File: src/rtl/blk_dma_pkg.sv
package blk_dma_pkg;

  typedef enum logic [2:0] {
    ST_IDLE,
    ST_READY,
    ST_ARB,
    ST_XFER,
    ST_GAP,
    ST_REL
  } seq_state_e;

  typedef enum logic [1:0] {
    SEL_ADDR  = 2'd0,
    SEL_COUNT = 2'd1,
    SEL_CTRL  = 2'd2,
    SEL_STAT  = 2'd3
  } reg_sel_e;

  localparam int CTRL_START_BIT = 0;
  localparam int CTRL_DIR_BIT   = 1;
  localparam int CTRL_BURST_BIT = 2;
  localparam int CTRL_BLEN_LSB  = 8;
  localparam int STAT_CLR_BIT   = 0;

  typedef struct packed {
    logic to_mem;
    logic burst;
  } xfer_mode_t;

endpackage

File: src/rtl/blk_dma_regs.sv
module blk_dma_regs
  import blk_dma_pkg::*;
#(
  parameter int ADDR_W = 16,
  parameter int CNT_W  = 12,
  parameter int BL_W   = 6,
  parameter int HOST_W = 32
) (
  input  logic              clk,
  input  logic              rst_n,
  input  logic              host_we,
  input  logic [1:0]        host_sel,
  input  logic [HOST_W-1:0] host_wdata,
  input  logic              busy,
  input  logic              block_done,
  output logic [ADDR_W-1:0] prog_addr,
  output logic [CNT_W-1:0]  prog_count,
  output xfer_mode_t        go_mode,
  output logic [BL_W-1:0]   go_blen,
  output logic              start_wr,
  output logic              start_go,
  output logic              irq_clear,
  output logic              irq
);

  reg_sel_e sel;
  logic     wr_addr;
  logic     wr_count;
  logic     wr_ctrl;
  logic     wr_stat;
  logic     wdata_unused;

  assign sel      = reg_sel_e'(host_sel);
  assign wr_addr  = host_we && (sel == SEL_ADDR);
  assign wr_count = host_we && (sel == SEL_COUNT);
  assign wr_ctrl  = host_we && (sel == SEL_CTRL);
  assign wr_stat  = host_we && (sel == SEL_STAT);

  // start request and the one that is actually taken
  assign start_wr  = wr_ctrl && host_wdata[CTRL_START_BIT];
  assign start_go  = start_wr && !busy;
  assign irq_clear = wr_stat && host_wdata[STAT_CLR_BIT];

  // transfer settings come straight from the start write
  assign go_mode.to_mem = host_wdata[CTRL_DIR_BIT];
  assign go_mode.burst  = host_wdata[CTRL_BURST_BIT];
  assign go_blen        = host_wdata[CTRL_BLEN_LSB +: BL_W];

  assign wdata_unused = ^host_wdata;

  always_ff @(posedge clk) begin
    if (!rst_n) begin
      prog_addr  <= '0;
      prog_count <= '0;
      irq        <= 1'b0;
    end else begin
      if (wr_addr)  prog_addr  <= host_wdata[ADDR_W-1:0];
      if (wr_count) prog_count <= host_wdata[CNT_W-1:0];
      if (block_done)     irq <= 1'b1;
      else if (irq_clear) irq <= 1'b0;
    end
  end

endmodule

File: src/rtl/blk_dma_track.sv
module blk_dma_track
  import blk_dma_pkg::*;
#(
  parameter int ADDR_W   = 16,
  parameter int CNT_W    = 12,
  parameter int BL_W     = 6,
  parameter bit BURST_EN = 1'b1
) (
  input  logic              clk,
  input  logic              rst_n,
  input  logic              start_go,
  input  logic [ADDR_W-1:0] prog_addr,
  input  logic [CNT_W-1:0]  prog_count,
  input  xfer_mode_t        go_mode,
  input  logic [BL_W-1:0]   go_blen,
  input  logic              word_done,
  output logic [ADDR_W-1:0] cur_addr,
  output logic [CNT_W-1:0]  remaining,
  output xfer_mode_t        mode_q,
  output logic              last_word,
  output logic              zero_count,
  output logic              tenure_end
);

  localparam int POS_W = BL_W + 1;

  function automatic logic [ADDR_W-1:0] addr_after(input logic [ADDR_W-1:0] a);
    return a + ADDR_W'(1);
  endfunction

  function automatic logic [CNT_W-1:0] count_after(input logic [CNT_W-1:0] c);
    return c - CNT_W'(1);
  endfunction

  // true when the word now being moved closes the current bus tenure
  function automatic logic tenure_reached(input logic [BL_W-1:0] pos,
                                          input logic [BL_W-1:0] len,
                                          input logic            burst);
    logic [POS_W-1:0] lim;
    logic [POS_W-1:0] nxt;
    lim = (len == '0) ? POS_W'(1) : {1'b0, len};
    nxt = {1'b0, pos} + POS_W'(1);
    return !burst || (nxt >= lim);
  endfunction

  assign last_word  = (remaining == CNT_W'(1));
  assign zero_count = (prog_count == '0);

  always_ff @(posedge clk) begin
    if (!rst_n) begin
      cur_addr  <= '0;
      remaining <= '0;
      mode_q    <= '0;
    end else if (start_go) begin
      cur_addr      <= prog_addr;
      remaining     <= prog_count;
      mode_q.to_mem <= go_mode.to_mem;
      mode_q.burst  <= BURST_EN ? go_mode.burst : 1'b0;
    end else if (word_done) begin
      cur_addr  <= addr_after(cur_addr);
      remaining <= count_after(remaining);
    end
  end

  generate
    if (BURST_EN) begin : g_burst
      logic [BL_W-1:0] pos_q;
      logic [BL_W-1:0] blen_q;

      assign tenure_end = tenure_reached(pos_q, blen_q, mode_q.burst);

      always_ff @(posedge clk) begin
        if (!rst_n) begin
          pos_q  <= '0;
          blen_q <= '0;
        end else if (start_go) begin
          pos_q  <= '0;
          blen_q <= go_blen;
        end else if (word_done) begin
          pos_q <= tenure_end ? '0 : pos_q + BL_W'(1);
        end
      end
    end else begin : g_steal_only
      logic blen_unused;
      assign blen_unused = ^go_blen;
      assign tenure_end  = 1'b1;
    end
  endgenerate

endmodule

File: src/rtl/blk_dma_seq.sv
module blk_dma_seq
  import blk_dma_pkg::*;
(
  input  logic clk,
  input  logic rst_n,
  input  logic start_go,
  input  logic zero_count,
  input  logic dev_ready,
  input  logic bus_grant,
  input  logic xfer_ack,
  input  logic last_word,
  input  logic tenure_end,
  output logic bus_req,
  output logic xfer_req,
  output logic word_done,
  output logic block_done,
  output logic busy,
  output logic wait_ready
);

  seq_state_e state_q;
  seq_state_e state_d;

  always_comb begin
    state_d    = state_q;
    word_done  = 1'b0;
    block_done = 1'b0;
    unique case (state_q)
      ST_IDLE: begin
        if (start_go) begin
          if (zero_count) block_done = 1'b1;
          else            state_d    = ST_READY;
        end
      end
      ST_READY: if (dev_ready) state_d = ST_ARB;
      ST_ARB:   if (bus_grant) state_d = ST_XFER;
      ST_XFER: begin
        if (bus_grant && xfer_ack) begin
          word_done = 1'b1;
          if (last_word) begin
            block_done = 1'b1;
            state_d    = ST_IDLE;
          end else if (tenure_end) begin
            state_d = ST_REL;
          end else begin
            state_d = ST_GAP;
          end
        end
      end
      ST_GAP:  state_d = ST_XFER;
      ST_REL:  if (!bus_grant) state_d = ST_ARB;
      default: state_d = ST_IDLE;
    endcase
  end

  always_ff @(posedge clk) begin
    if (!rst_n) state_q <= ST_IDLE;
    else        state_q <= state_d;
  end

  assign bus_req    = (state_q == ST_ARB) || (state_q == ST_XFER) || (state_q == ST_GAP);
  assign xfer_req   = (state_q == ST_XFER) && bus_grant;
  assign busy       = (state_q != ST_IDLE);
  assign wait_ready = (state_q == ST_READY);

endmodule

File: src/rtl/blk_dma_engine.sv
module blk_dma_engine
  import blk_dma_pkg::*;
#(
  parameter int ADDR_W   = 16,
  parameter int CNT_W    = 12,
  parameter int BL_W     = 6,
  parameter int HOST_W   = 32,
  parameter bit BURST_EN = 1'b1
) (
  input  logic              clk,
  input  logic              rst_n,
  input  logic              host_we,
  input  logic [1:0]        host_sel,
  input  logic [HOST_W-1:0] host_wdata,
  output logic              irq,
  output logic              bus_req,
  input  logic              bus_grant,
  output logic [ADDR_W-1:0] mem_addr,
  output logic              mem_dir,
  input  logic              dev_ready,
  output logic              xfer_req,
  input  logic              xfer_ack
);

  logic [ADDR_W-1:0] prog_addr;
  logic [CNT_W-1:0]  prog_count;
  xfer_mode_t        go_mode;
  logic [BL_W-1:0]   go_blen;
  logic              start_wr;
  logic              start_go;
  logic              irq_clear;
  logic              busy;
  logic              block_done;
  logic              word_done;
  logic              wait_ready;
  logic [ADDR_W-1:0] cur_addr;
  logic [CNT_W-1:0]  remaining;
  xfer_mode_t        mode_q;
  logic              last_word;
  logic              zero_count;
  logic              tenure_end;
  logic              burst_on;

  blk_dma_regs #(
    .ADDR_W(ADDR_W), .CNT_W(CNT_W), .BL_W(BL_W), .HOST_W(HOST_W)
  ) u_regs (
    .clk        (clk),
    .rst_n      (rst_n),
    .host_we    (host_we),
    .host_sel   (host_sel),
    .host_wdata (host_wdata),
    .busy       (busy),
    .block_done (block_done),
    .prog_addr  (prog_addr),
    .prog_count (prog_count),
    .go_mode    (go_mode),
    .go_blen    (go_blen),
    .start_wr   (start_wr),
    .start_go   (start_go),
    .irq_clear  (irq_clear),
    .irq        (irq)
  );

  blk_dma_track #(
    .ADDR_W(ADDR_W), .CNT_W(CNT_W), .BL_W(BL_W), .BURST_EN(BURST_EN)
  ) u_track (
    .clk        (clk),
    .rst_n      (rst_n),
    .start_go   (start_go),
    .prog_addr  (prog_addr),
    .prog_count (prog_count),
    .go_mode    (go_mode),
    .go_blen    (go_blen),
    .word_done  (word_done),
    .cur_addr   (cur_addr),
    .remaining  (remaining),
    .mode_q     (mode_q),
    .last_word  (last_word),
    .zero_count (zero_count),
    .tenure_end (tenure_end)
  );

  blk_dma_seq u_seq (
    .clk        (clk),
    .rst_n      (rst_n),
    .start_go   (start_go),
    .zero_count (zero_count),
    .dev_ready  (dev_ready),
    .bus_grant  (bus_grant),
    .xfer_ack   (xfer_ack),
    .last_word  (last_word),
    .tenure_end (tenure_end),
    .bus_req    (bus_req),
    .xfer_req   (xfer_req),
    .word_done  (word_done),
    .block_done (block_done),
    .busy       (busy),
    .wait_ready (wait_ready)
  );

  assign burst_on = mode_q.burst;
  assign mem_addr = xfer_req ? cur_addr : '0;
  assign mem_dir  = xfer_req && mode_q.to_mem;

endmodule

File: config.mk
export PLATFORM = sky130hd
export DESIGN_NAME = blk_dma_engine
export DESIGN_NICKNAME = d
export VERILOG_FILES = /design/src/rtl/blk_dma_pkg.sv /design/src/rtl/blk_dma_regs.sv /design/src/rtl/blk_dma_track.sv /design/src/rtl/blk_dma_seq.sv /design/src/rtl/blk_dma_engine.sv
export SDC_FILE = /design/constraint.sdc
export NUM_CORES = 1
export LEC_CHECK = 0
export ABC_AREA = 0
export BUFFER_PORTS_ARGS = -buffer_cell sky130_fd_sc_hd__buf_4
export CORE_MARGIN = 8
export CORE_UTILIZATION = 30
export CTS_CLUSTER_DIAMETER = 60
export DETAILED_ROUTE_END_ITERATION = 16
export PLACE_DENSITY_LB_ADDON = 0.25
export SYNTH_ARGS = -nofsm -noshare
export SYNTH_HDL_FRONTEND = slang
export SYNTH_SLANG_ARGS = --single-unit
File: constraint.sdc
create_clock -name clk -period 2.4 [get_ports clk]
set_input_delay 0.48 -clock clk [delete_from_list [all_inputs] [get_ports clk]]
set_output_delay 0.48 -clock clk [all_outputs]
set_load 0.01 [all_outputs]
==> flow_summary.json <==
{
  "power.total_mw": 2.88,
  "pin_count": 60,
  "final.period_utilization_pct": 91.8,
  "timing_worst_setup_path_type": "reg2reg",
  "drt_pass1_iterations": 5,
  "hold_violations": 0,
  "worst_path_most_repeated_cell": "ha_1",
  "vias": 3367,
  "clkSlewWorstSetupHoldPaths_ns": 0.06,
  "r2r-end": "u_seq.state_q[0]",
  "post-route-cell-area_mm2": 0.00450,
  "syn_nets": 505,
  "setup_ws_ns": 0.198,
  "outcome": "finished clean",
  "dieHeight_um": 126,
  "crit_fanout": 7,
  "cts_sinks": 74,
  "avgSynthCellArea_um2": 8.03,
  "drv_cap": 0,
  "clk_path_buf_depth": 2,
  "dieArea_mm2": 0.0160,
  "portBuffers": 43,
  "pre_cts_slack_ns": 0.116,
  "post_cts_buffers": 0,
  "cts_root_buffer": "clkbuf_16",
  "grt_pass1_wl_mm": 16.5,
  "final_core_util_pct": 37.6,
  "holdPathEnd": "u_regs.prog_addr[15]",
  "synth_fa_ha_area_share_pct": 3.42,
  "h-tree-depth": 3,
  "drtIter0Drc": 227,
  "synth_top_family_by_area": "simple AND/OR/NAND/NOR gates",
  "finalCriticalPeriod_ns": 2.20,
  "holdWs_ns": 0.399,
  "r2r_start": "u_track.g_burst.pos_q[0]",
  "start_util_pct": 30.6,
  "gp_congestion": 0.788,
  "nets": 546,
  "tightest_slew_ns": 0.501,
  "insertion_delay_ns": 0.33,
  "rr_worst_depth": 8,
  "drc": 0,
  "overflow": 0,
  "final_cells": 648,
  "dp_hpwl_mm": 7.48,
  "drv_slew": 0,
  "ant_nets": 0,
  "synth_cell_types": 53,
  "worstPathRequired_ns": 2.58,
  "synthesis.instances": 455,
  "synthFlopType": "dfxtp_1",
  "synth_xor_area_share_pct": 1.92,
  "synth_edf_count": 0,
  "final_common_cell": "nand2_1",
  "tns_ns": 0,
  "synth_compound_area_share_pct": 17.3,
  "start_kind": "register",
  "drive_gt1_share_pct": 18.0,
  "wl_per_cell_um": 15.8,
  "ctsHoldBuffers": 0,
  "ir_drop_v": 0.000347,
  "whs_path_depth": 3,
  "arrival_ns": 2.38,
  "cp_slowest_stage_delay_ns": 0.41,
  "path_cells": "ha_1, xor2_1, ha_1, a21o_1, a31oi_1, o211a_4, nand4b_1, o221ai_1",
  "yosys_warnings": 0,
  "ys_seq_elements": 74,
  "crit_slowest_cell": "dfxtp_1",
  "timing.fmax_mhz": 454,
  "rsz0062_at_grt": "no",
  "area_delta_synth_final_pct": 23.0,
  "leakage_nw": 1.76,
  "synth_area_mm2": 0.00365,
  "yosysSeqAreaShare_pct": 40.5,
  "antenna_cells": 0,
  "grt_pass1_vias": 3240,
  "max-slew-margin-rel_pct": 66.5,
  "antenna_found_initial": 0,
  "vias_per_cell": 5.20,
  "end_kind": "register",
  "r2r_slack_ns": 0.20,
  "track_usage_pct": 12.8,
  "placed_area_mm2": 0.00416,
  "core-area_mm2": 0.0120,
  "cts_buffers": 9,
  "rows": 40,
  "synthMuxAreaShare_pct": 4.18,
  "dp_cells": 632,
  "synthArstFlopShare_pct": 0,
  "synth_simple_gate_area_share_pct": 28.2,
  "dieWidth_um": 126,
  "wl_mm": 10.2,
  "setup_viol": 0,
  "hp-class": "in2reg",
  "cts_resized": 0,
  "grt_max_degree": 42,
  "synth_area_leaders": "dfxtp_1 (41%), nand2_1 (8.8%), a21oi_1 (6.3%), mux2i_1 (3.6%), nor2_1 (3.5%)",
  "final_cell_mix": "nand2_1 (86), dfxtp_1 (74), buf_4 (55)",
  "synth_top_area_share_pct": 40.5,
  "cellPowerDensity_mw_per_mm2": 640,
  "min-delay-start": "host_wdata[15]",
  "finalClockSkew_ns": 0.00946,
  "tritoncts": "done",
  "yosysTopAreaCell": "dfxtp_1"
}
-- cell families (layout without fill, tap and decap cells) --
| kind of cell | after synthesis | after routing |
|---|---|---|
| AND/OR/NAND/NOR | 207 | 207 |
| AO/OA/AOI/OAI | 102 | 102 |
| flip-flops | 74 | 74 |
| buffers and inverters | 39 | 85 |
| multiplexers | 15 | 15 |
| adder cells (fa/ha/maj) | 10 | 10 |
| XOR/XNOR | 8 | 8 |
-- power breakdown --
group          internal, mW  switching [mW]  total (mW)  leakage, nW
clock                 0.908           0.527        1.43        0.156
combinational        0.0701          0.0993       0.169         1.01
sequential             1.25          0.0187        1.27        0.599
total                  2.23           0.645        2.88         1.76
-- worst max path at each step --
stage / startpoint / end / slack [ns] / depth (start not counted)
finish: u_track.g_burst.pos_q[0] / u_seq.state_q[0] / 0.20 / 8
global route: u_track.g_burst.pos_q[0] / u_seq.state_q[0] / 0.05 / 8
CTS: u_track.g_burst.pos_q[0] / u_seq.state_q[0] / 0.09 / 9
detailed placement: u_track.g_burst.pos_q[0] / u_seq.state_q[0] / 0.12 / 9
global placement: u_track.g_burst.pos_q[0] / u_seq.state_q[0] / 0.17 / 8
floorplan: u_track.g_burst.pos_q[0] / u_seq.state_q[0] / 0.47 / 9
-- layout make-up --
class	instances	area, um^2
Fill cell	1224	7470
Timing Repair Buffer	56	433
Tap cell	147	184
Clock inverter	7	91.3
Inverter	13	48.8
Clock buffer	9	225
Sequential cell	74	1480
Multi-Input combinational cell	342	2030
-- flip-flops by register name, summed over array words and instances, names as in the netlist --
register,cells
u_regs.irq,1
u_regs.prog_addr,16
u_regs.prog_count,12
u_track.g_burst.pos_q,6
u_track.remaining,12
u_track.g_burst.blen_q,6
u_seq.state_q,3
u_track.mode_q,2
u_track.cur_addr,16
-- per-layer routing --
layer	vias to the layer above	track usage (%)	share of wire, %
met2	70	19.9	45
met5	-	0	0
li1	1708	-	-
met3	7	2.18	3.4
met1	1582	17.3	51
met4	0	4.95	1.0
-- cells in the mapped netlist (5+ instances only) --
| master | number |
|---|---|
| dfxtp_1 | 74 |
| o21ai_0 | 11 |
| nand3_1 | 23 |
| nand4_1 | 8 |
| xor2_1 | 5 |
| a31oi_1 | 14 |
| nor3_1 | 5 |
| clkbuf_1 | 17 |
| buf_2 | 8 |
| inv_1 | 12 |
| nor2_1 | 34 |
| ha_1 | 10 |
| nand2_1 | 86 |
| mux2i_1 | 13 |
| a21oi_1 | 46 |
| and2_1 | 16 |
-- worst max-delay path: cells and delay by family (launching register included) --
kind                       cells  cell delay [ns]
AOI/OAI and AO/OA              4             0.76
adders and majority gates      2             0.52
DFF                            1             0.41
xor gates and xnor gates       1             0.24
and+or+nand+nor                1             0.13
Note: power is estimated with default switching activity, not from simulation.
